[src/rtl/bf16_mm_pkg.sv]
package bf16_mm_pkg;
  parameter int unsigned WORD_W = 16;
  parameter int unsigned EXP_W  = 8;
  parameter int unsigned MAN_W  = WORD_W - EXP_W - 1;
  localparam int unsigned QUIET_BIT = MAN_W - 1;
  localparam logic [WORD_W-1:0] CANON_NAN = 16'h7FC0;

  typedef struct packed {
    logic              nan;
    logic              sig;
    logic              zero;
    logic [WORD_W-1:0] key;
  } opnd_info_t;
endpackage

[src/rtl/bf16_opnd_class.sv]
module bf16_opnd_class
  import bf16_mm_pkg::*;
(
  input  logic [WORD_W-1:0] val,
  output opnd_info_t        info
);
  logic             sgn;
  logic [EXP_W-1:0] ex;
  logic [MAN_W-1:0] man;

  assign sgn = val[WORD_W-1];
  assign ex  = val[WORD_W-2 -: EXP_W];
  assign man = val[MAN_W-1:0];

  always_comb begin
    info.nan  = (&ex) && (|man);
    info.sig  = info.nan && !man[QUIET_BIT];
    info.zero = (ex == '0) && (man == '0);
    // flip sign for positives, invert all for negatives: unsigned key order
    info.key  = sgn ? ~val : {1'b1, val[WORD_W-2:0]};
  end
endmodule

[src/rtl/bf16_mm_core.sv]
module bf16_mm_core
  import bf16_mm_pkg::*;
(
  input  logic [WORD_W-1:0] a,
  input  logic [WORD_W-1:0] b,
  input  logic              sel_min,
  input  logic              alt,
  input  logic              dflt_nan,
  input  logic              lane_en,
  output logic [WORD_W-1:0] res,
  output logic              inv
);
  localparam int unsigned NOPS = 2;
  logic [WORD_W-1:0] ops  [NOPS];
  opnd_info_t        kind [NOPS];

  assign ops[0] = a;
  assign ops[1] = b;

  for (genvar i = 0; i < NOPS; i++) begin : g_cls
    bf16_opnd_class u_cls (.val(ops[i]), .info(kind[i]));
  end

  logic any_nan, a_wins;
  logic [WORD_W-1:0] qa, qb, nan_pick;

  assign any_nan = kind[0].nan | kind[1].nan;
  assign qa = a | (WORD_W'(1) << QUIET_BIT);
  assign qb = b | (WORD_W'(1) << QUIET_BIT);
  assign a_wins = sel_min ? (kind[0].key < kind[1].key)
                          : (kind[0].key > kind[1].key);

  always_comb begin
    if (kind[0].sig)      nan_pick = qa;
    else if (kind[1].sig) nan_pick = qb;
    else if (kind[0].nan) nan_pick = qa;
    else                  nan_pick = qb;
  end

  always_comb begin
    if (!lane_en)                              res = a;
    else if (alt && (any_nan || (kind[0].zero && kind[1].zero))) res = b;
    else if (any_nan)                          res = dflt_nan ? CANON_NAN : nan_pick;
    else                                       res = a_wins ? a : b;
    inv = lane_en && (kind[0].sig || kind[1].sig);
  end

  always_comb begin
    if (lane_en && !alt && dflt_nan && any_nan)
      a_r4_canon: assert (res == CANON_NAN);
    if (lane_en && alt && any_nan)
      a_r7_alt_b: assert (res == b);
    if (lane_en && !alt && !dflt_nan && any_nan)
      a_r5_quiet: assert ((&res[WORD_W-2 -: EXP_W]) && res[QUIET_BIT]);
    if (inv)
      a_r8_inv_src: assert ((&a[WORD_W-2 -: EXP_W]) || (&b[WORD_W-2 -: EXP_W]));
  end
endmodule

[src/rtl/bf16_mm_stage.sv]
module bf16_mm_stage #(
  parameter int unsigned PW = 17
) (
  input  logic          clk,
  input  logic          rst_n,
  input  logic          up_valid,
  output logic          up_ready,
  input  logic [PW-1:0] up_data,
  output logic          dn_valid,
  input  logic          dn_ready,
  output logic [PW-1:0] dn_data
);
  assign up_ready = !dn_valid || dn_ready;

  always_ff @(posedge clk) begin
    if (!rst_n) begin
      dn_valid <= 1'b0;
      dn_data  <= '0;
    end else if (up_ready) begin
      dn_valid <= up_valid;
      if (up_valid) dn_data <= up_data;
    end
  end

  a_r9_hold: assert property (@(posedge clk) disable iff (!rst_n)
    dn_valid && !dn_ready |=> dn_valid && $stable(dn_data));
  a_r9_offer: assert property (@(posedge clk) disable iff (!rst_n)
    up_valid && up_ready |=> dn_valid && dn_data == $past(up_data));
endmodule

[src/rtl/bf16_minmax_lane.sv]
module bf16_minmax_lane
  import bf16_mm_pkg::*;
(
  input  logic              clk,
  input  logic              rst_n,
  input  logic              in_valid,
  output logic              in_ready,
  input  logic [WORD_W-1:0] in_a,
  input  logic [WORD_W-1:0] in_b,
  input  logic              in_sel_min,
  input  logic              in_alt,
  input  logic              in_dflt_nan,
  input  logic              in_lane_en,
  output logic              out_valid,
  input  logic              out_ready,
  output logic [WORD_W-1:0] out_res,
  output logic              out_inv
);
  localparam int unsigned PW = WORD_W + 1;
  logic [WORD_W-1:0] c_res;
  logic              c_inv;

  bf16_mm_core u_core (
    .a(in_a), .b(in_b), .sel_min(in_sel_min), .alt(in_alt),
    .dflt_nan(in_dflt_nan), .lane_en(in_lane_en), .res(c_res), .inv(c_inv)
  );

  bf16_mm_stage #(.PW(PW)) u_stage (
    .clk(clk), .rst_n(rst_n),
    .up_valid(in_valid), .up_ready(in_ready), .up_data({c_inv, c_res}),
    .dn_valid(out_valid), .dn_ready(out_ready), .dn_data({out_inv, out_res})
  );

  a_r1_passthru: assert property (@(posedge clk) disable iff (!rst_n)
    in_valid && in_ready && !in_lane_en |=> out_res == $past(in_a) && !out_inv);
  a_r6_zero_b: assert property (@(posedge clk) disable iff (!rst_n)
    in_valid && in_ready && in_lane_en && in_alt &&
    in_a[WORD_W-2:0] == '0 && in_b[WORD_W-2:0] == '0 |=> out_res == $past(in_b));
endmodule

[config.mk]
export PLATFORM = sky130hd
export DESIGN_NAME = bf16_minmax_lane
export DESIGN_NICKNAME = d
export VERILOG_FILES = /design/src/rtl/bf16_mm_pkg.sv /design/src/rtl/bf16_opnd_class.sv /design/src/rtl/bf16_mm_core.sv /design/src/rtl/bf16_mm_stage.sv /design/src/rtl/bf16_minmax_lane.sv
export SDC_FILE = /design/constraint.sdc
export NUM_CORES = 1
export LEC_CHECK = 0
export ABC_AREA = 1
export BUFFER_PORTS_ARGS = -buffer_cell sky130_fd_sc_hd__buf_2
export CAP_MARGIN = 20
export CORE_ASPECT_RATIO = 0.9
export CORE_MARGIN = 4
export CORE_UTILIZATION = 35
export CTS_CLUSTER_DIAMETER = 100
export DETAILED_ROUTE_END_ITERATION = 12
export SLEW_MARGIN = 30
export SYNTH_ARGS = -nofsm -noshare
export SYNTH_HDL_FRONTEND = slang
export SYNTH_SLANG_ARGS = --single-unit
[constraint.sdc]
create_clock -name clk -period 6 [get_ports clk]
set_input_delay 0.3 -clock clk [delete_from_list [all_inputs] [get_ports clk]]
set_output_delay 0.3 -clock clk [all_outputs]
set_load 0.02 [all_outputs]
Yosys cells after proc, flatten, opt, wreduce, memory -nomap -nowiden
Index checks and enable logic that the tools add are counted.
W data, S select, Z words.
{"block": "totals", "register_bits": 18}
{"block": "classes", "n_lt_le_gt_ge": 2, "mux": 11, "bitwise": 3, "n_reduce_logical": 24}
{"cell": "$mux W16", "n": 10}
{"cell": "$not A16 Y16", "n": 2}
{"cell": "$gt A16 B16 Y1", "n": 1}
{"cell": "$logic_not A8 Y1", "n": 2}
{"cell": "$lt A16 B16 Y1", "n": 1}
{"cell": "$reduce_and A8 Y1", "n": 2}
{"cell": "$logic_not A7 Y1", "n": 2}
{"cell": "$reduce_or A7 Y1", "n": 2}
{"cell": "$logic_and A1 B1 Y1", "n": 9}
{"cell": "$logic_not A1 Y1", "n": 3}
{"cell": "$logic_or A1 B1 Y1", "n": 3}
{"cell": "$reduce_and A2 Y1", "n": 1}
{"cell": "$mux W1", "n": 1}
{"cell": "$or A1 B1 Y1", "n": 1}

Logic depth before layout (Yosys ltp)
{"block": "depth", "ltp_word": 9, "ltp_mapped": 18}

Cells and area by module
Synthesis repeated with hierarchy kept, for this count alone.
{"block": "hier_totals", "cells_unflattened": 538, "area_unflattened_um2": 3075.4}
{"mod": "bf16_mm_core", "instances": 1, "cells_per_inst": 322, "area_per_inst_um2": 1654.1, "seq_area_each_um2": 0.0}
{"mod": "bf16_mm_stage", "instances": 1, "cells_per_inst": 116, "area_per_inst_um2": 838.3, "seq_area_each_um2": 360.3}
{"mod": "bf16_opnd_class", "instances": 2, "cells_per_inst": 50, "area_per_inst_um2": 291.5, "seq_area_each_um2": 0.0}

Worst setup path before layout
No wires, ideal clock.
{"block": "synth_path", "path_kind": "input to register", "from": "in in_a[15]", "to": "reg u_stage.dn_data[6]", "setup_ps": 114, "t_arrival_ps": 2612, "path_slack_ps": 3275, "cell_stages": 17, "n_path_buf": 3, "path_cell_list": "clkbuf_1 > buf_1 > xor2_1 > ha_1 > nand2_1 > inv_1 > nand2_1 > nand2_1 > a21oi_2 > nand3_2 > nand2_4 > buf_2 > nand3_1 > nand2_1 > nand3_1 > nand2_1 > a21oi_2"}
{"block": "synth_between", "elab_chain_cells": 8, "elab_cells_between_ends": 9, "classes_between": "order compare: 2; mux: 6; bitwise: 1"}
{"element": "start: declaration", "line_no": "bf16_minmax_lane.sv:8", "text": "input logic [WORD_W-1:0] in_a,"}
{"element": "$not A16 Y16", "line_no": "bf16_opnd_class.sv:20", "text": "info.key = sgn ? ~val : {1'b1, val[WORD_W-2:0]};"}
{"element": "$mux W16 (*)", "line_no": "bf16_opnd_class.sv:20"}
{"element": "$gt A16 B16 Y1 / $lt A16 B16 Y1 (equally long branches)", "line_no": "bf16_mm_core.sv:31, bf16_mm_core.sv:30"}
{"element": "$mux W1 (*)", "line_no": "bf16_mm_core.sv:30", "text": "assign a_wins = sel_min ? (kind[0].key < kind[1].key)"}
{"element": "$mux W16 (*)", "line_no": "bf16_mm_core.sv:44", "text": "else res = a_wins ? a : b;"}
{"element": "$mux W16 (*)", "line_no": "bf16_mm_core.sv:43", "text": "else if (any_nan) res = dflt_nan ? CANON_NAN : nan_pick;"}
{"element": "$mux W16 (*)", "line_no": "bf16_mm_core.sv:42", "text": "else if (alt && (any_nan || (kind[0].zero && kind[1].zero))) res = b;"}
{"element": "$mux W16 (*)", "line_no": "bf16_mm_core.sv:41", "text": "if (!lane_en) res = a;"}
{"element": "end signal: assignment", "line_no": "bf16_mm_stage.sv:21", "text": "if (up_valid) dn_data <= up_data;"}
{"element": "end: declaration", "line_no": "bf16_mm_stage.sv:11", "text": "output logic [PW-1:0] dn_data"}
Mark *: on every way between the ends. The rest lies on a longest branch, timed or not.
A chain may end at the register's enable or synchronous reset.

Worst setup path after layout
{"block": "layout_path", "from": "in in_a[15]", "to": "reg u_stage.dn_data[2]"}
Same word-level chain as after synthesis.

==> metrics.md <==
| Metric | Value |
|---|---|
| Status | `finished clean` |
| Max Fclk | `405 MHz` |
| Tcrit/Tclk final | `41.1%` |
| Avg Inst Size Synth | `6.35 um2` |
| Vias in the first global route | `2,528` |
| Final Hold Viols | `0` |
| Via density per instance | `5.10` |
| Setup TNS | `0 ns` |
| Dominant cells by area after synthesis | `dfxtp_1 15%, nand2_1 13%, nand3_1 12%` |
| CTS Sinks | `18` |
| Share of Yosys cell area claimed by the top area cell type | `15.1%` |
| DR pass1 iterations | `5` |
| Hold_buf cts | `0` |
| Cell-by-cell trace of the critical path | `buf_2 > inv_1 > ha_1 > nand2_1 > nor2_2 > nand2_1 > nor2_2 > nand2_1 > nand4_4 > nand2_4 > nand2_1 > nand3_1 > nand2_1 > nand3_1 > a21oi_1` |
| FF/Latch Area | `360 um2` |
| Initial DRC Count | `113` |
| RSZ-0062 raised after global routing | `no` |
| Vias | `2,606` |
| Initial antenna violation count | `0` |
| Number of synthesized flops with an enable pin | `0` |
| Syn nets | `432` |
| Slew Viols, Final | `0` |
| Synth Area in Compound Gates | `12.2%` |
| Root Driver | `clkbuf_8` |
| Top-count cell post-synth | `nand2_1` |
| Hold WC Path Type | `in -> reg` |
| Final Setup Violations | `0` |
| Routed length on met2 | `3.43 mm` |
| Post-Synth XOR/XNOR Area | `11.0%` |
| Slowest stage delay, CP | `0.38 ns` |
| M1 WL | `3.37 mm` |
| Maxcap violations | `0` |
| Startpoint types | `input pin` |
| Simple-gate share of the synthesized area | `43.4%` |
| Total Routing Usage GR | `18.9%` |
| DRT Wirelength | `7.31 mm` |
| Skew-Pair Late Insertion Delay | `0.26 ns` |
| Syn. warnings | `0` |
| Remaining antenna violation count | `0` |
| HPWL after DPL | `5.71 mm` |
| Clk slew on worst S/H paths | `0.07 ns` |
| Slew @ Worst Pin | `0.678 ns` |
| Final worst path period need | `2.47 ns` |
| # port buffers | `58` |
| Seq/Total Area, Yosys | `15.1%` |
| CTS Buf Count | `3` |
| GP Congestion | `0.843` |
| Antenna Cells | `0` |
| Highest metal used | `met4` |
| Grt ovf | `0` |
| Post-synthesis adder-cell area fraction | `8.39%` |
| Hold_ws | `0.340 ns` |
| Number of fill cells | `740` |
| Worst Path Arrival | `2.66 ns` |
| Crit path max-delay family | `simple AND/OR/NAND/NOR gates` |
| Initial Util | `36.2%` |
| Row cnt | `28` |
| Nets | `478` |
| Area of the multi-input gates | `0.00179 mm2` |
| Top FF cell, synth | `dfxtp_1` |
| Crit Path Class | `in -> reg` |
| Buf+Inv Stages, Crit Path | `2` |
| Power Dens Cells | `162 mW/mm2` |
| Post-Syn Area | `0.00239 mm2` |
| Die area | `0.00820 mm2` |
| Ports | `59` |
| Largest family of logic cells by synthesized area | `simple AND/OR/NAND/NOR gates` |
| Post_cts resized | `0` |
| DRC violations left | `0` |
| CTS tree | `done` |
| Most common cell on crit path | `nand2_1` |
| Post-CTS Setup Inserts | `0` |
| CP Capture Type | `register` |
| Synth unique cells | `31` |
| Multiplexer share of the synthesized area | `0%` |
| H-Tree Level Count | `1` |
| Max IR drop VDD | `0.0756 mV` |
| Worst Path Max Fanout | `18` |
| Core area | `0.00659 mm2` |
| Rel. slew slack | `54.7%` |
| Pleak | `0.00137 uW` |
| Cell accounting for the most synthesized area | `dfxtp_1` |
| Die X | `95.0 um` |
| Synth Register Bits | `18` |
| Req. time, crit path | `6.20 ns` |
| Crit path max-delay cell type | `buf_2` |
| Die height | `86.3 um` |
| Wirelength per Cell | `14.3 um` |
| Mapped Cells | `376` |
| Async set or reset register ratio after synthesis | `0%` |
| Syn-to-layout area delta | `14.9%` |
| Proportion of layout cells with a drive suffix above 1 | `23.0%` |
| Met3 WL | `467 um` |
| Max Buffers Root-to-Sink | `2` |
| Commonest cells post-synth | `82 x nand2_1, 59 x nand3_1, 36 x a21oi_1, 21 x inv_1, 20 x nor2_1` |
| First-pass GRT wire length | `12.5 mm` |
| Pin count of the biggest net entering global routing | `27` |
| Fin Clk Skew | `0.00603 ns` |
## cell usage in the layout (no fill, tap or decap), types with 3 or more instances in the layout
master,n
inv_2,14
xnor2_1,15
buf_2,58
ha_1,16
xor2_1,15
or2_1,8
nand3_1,59
nor2_1,20
nor2_4,5
clkbuf_8,4
nand4_1,13
nor2_2,3
dfxtp_1,18
nand2_4,4
a21oi_1,36
o21ai_0,17
inv_1,21
nand2_1,82
## stage by stage
step           setup WS (ns)  std cells  area [um2]  util, %  power (uW)
2_1_floorplan           3.27        376        2390        -         286
3_3_place_gp            3.32        507        2690     40.8         343
3_5_place_dp            3.29        507        2690     40.8         347
4_1_cts                 3.54        511        2740     41.6         450
5_1_grt                 3.26        511        2740     41.6         486
6_report                3.53        511        2740     41.6         445
## power by group
part	total (uW)	leakage, uW	internal [uW]	switching, uW
registers	134	0.000149	130	4.23
clock network	101	0.0000288	58.4	43.1
logic	209	0.00119	76.0	133
total	445	0.00137	264	181
## state kept, by name (all words and copies together) (netlist names)
name              count
u_stage.dn_valid      1
u_stage.dn_data      17
## path summary, 6_finish.rpt
| kind | cells after the start | startpoint | to | slack, ns |
|---|---|---|---|---|
| hold reg to reg | 2 | u_stage.dn_data[6]$_SDFFE_PN0P_ | u_stage.dn_data[6]$_SDFFE_PN0P_ | 0.48 |
| hold / removal | 4 | out_ready | u_stage.dn_valid$_SDFFE_PN0N_ | 0.34 |
| setup / recovery | 15 | in_a[15] | u_stage.dn_data[2]$_SDFFE_PN0P_ | 3.53 |
| setup reg to reg | 5 | u_stage.dn_valid$_SDFFE_PN0N_ | u_stage.dn_data[16]$_SDFFE_PN0P_ | 4.39 |
## logic make-up after synthesis
kind of cell / count (synthesis)
simple gates: 203
compound gates: 56
buf+inv: 53
xor+xnor: 30
flops: 18
fa+ha+maj: 16
## area by class of cell
| class | instances | share of cell area [%] |
|---|---|---|
| well taps | 90 | 4.11 |
| inverters | 36 | 4.93 |
| flip-flops and latches | 18 | 13.1 |
| repair buffers | 58 | 10.6 |
| clock buffers | 4 | 2.01 |
| multi-input cells | 305 | 65.2 |
## metal layers
metal | vias to the layer above | track usage (%)
li1 | 1337 | -
met1 | 1175 | 25.6
met2 | 88 | 32.3
met3 | 6 | 3.04
met4 | 0 | 2.62
met5 | - | 0
## worst register-to-register path, stage by stage (launching register included)
cell	delay, ns
dfxtp_1	0.34
nand2_1	0.08
nand2_1	0.51
inv_2	0.28
o21ai_0	0.23
a21oi_1	0.06
(Power assumes the default switching activity.)
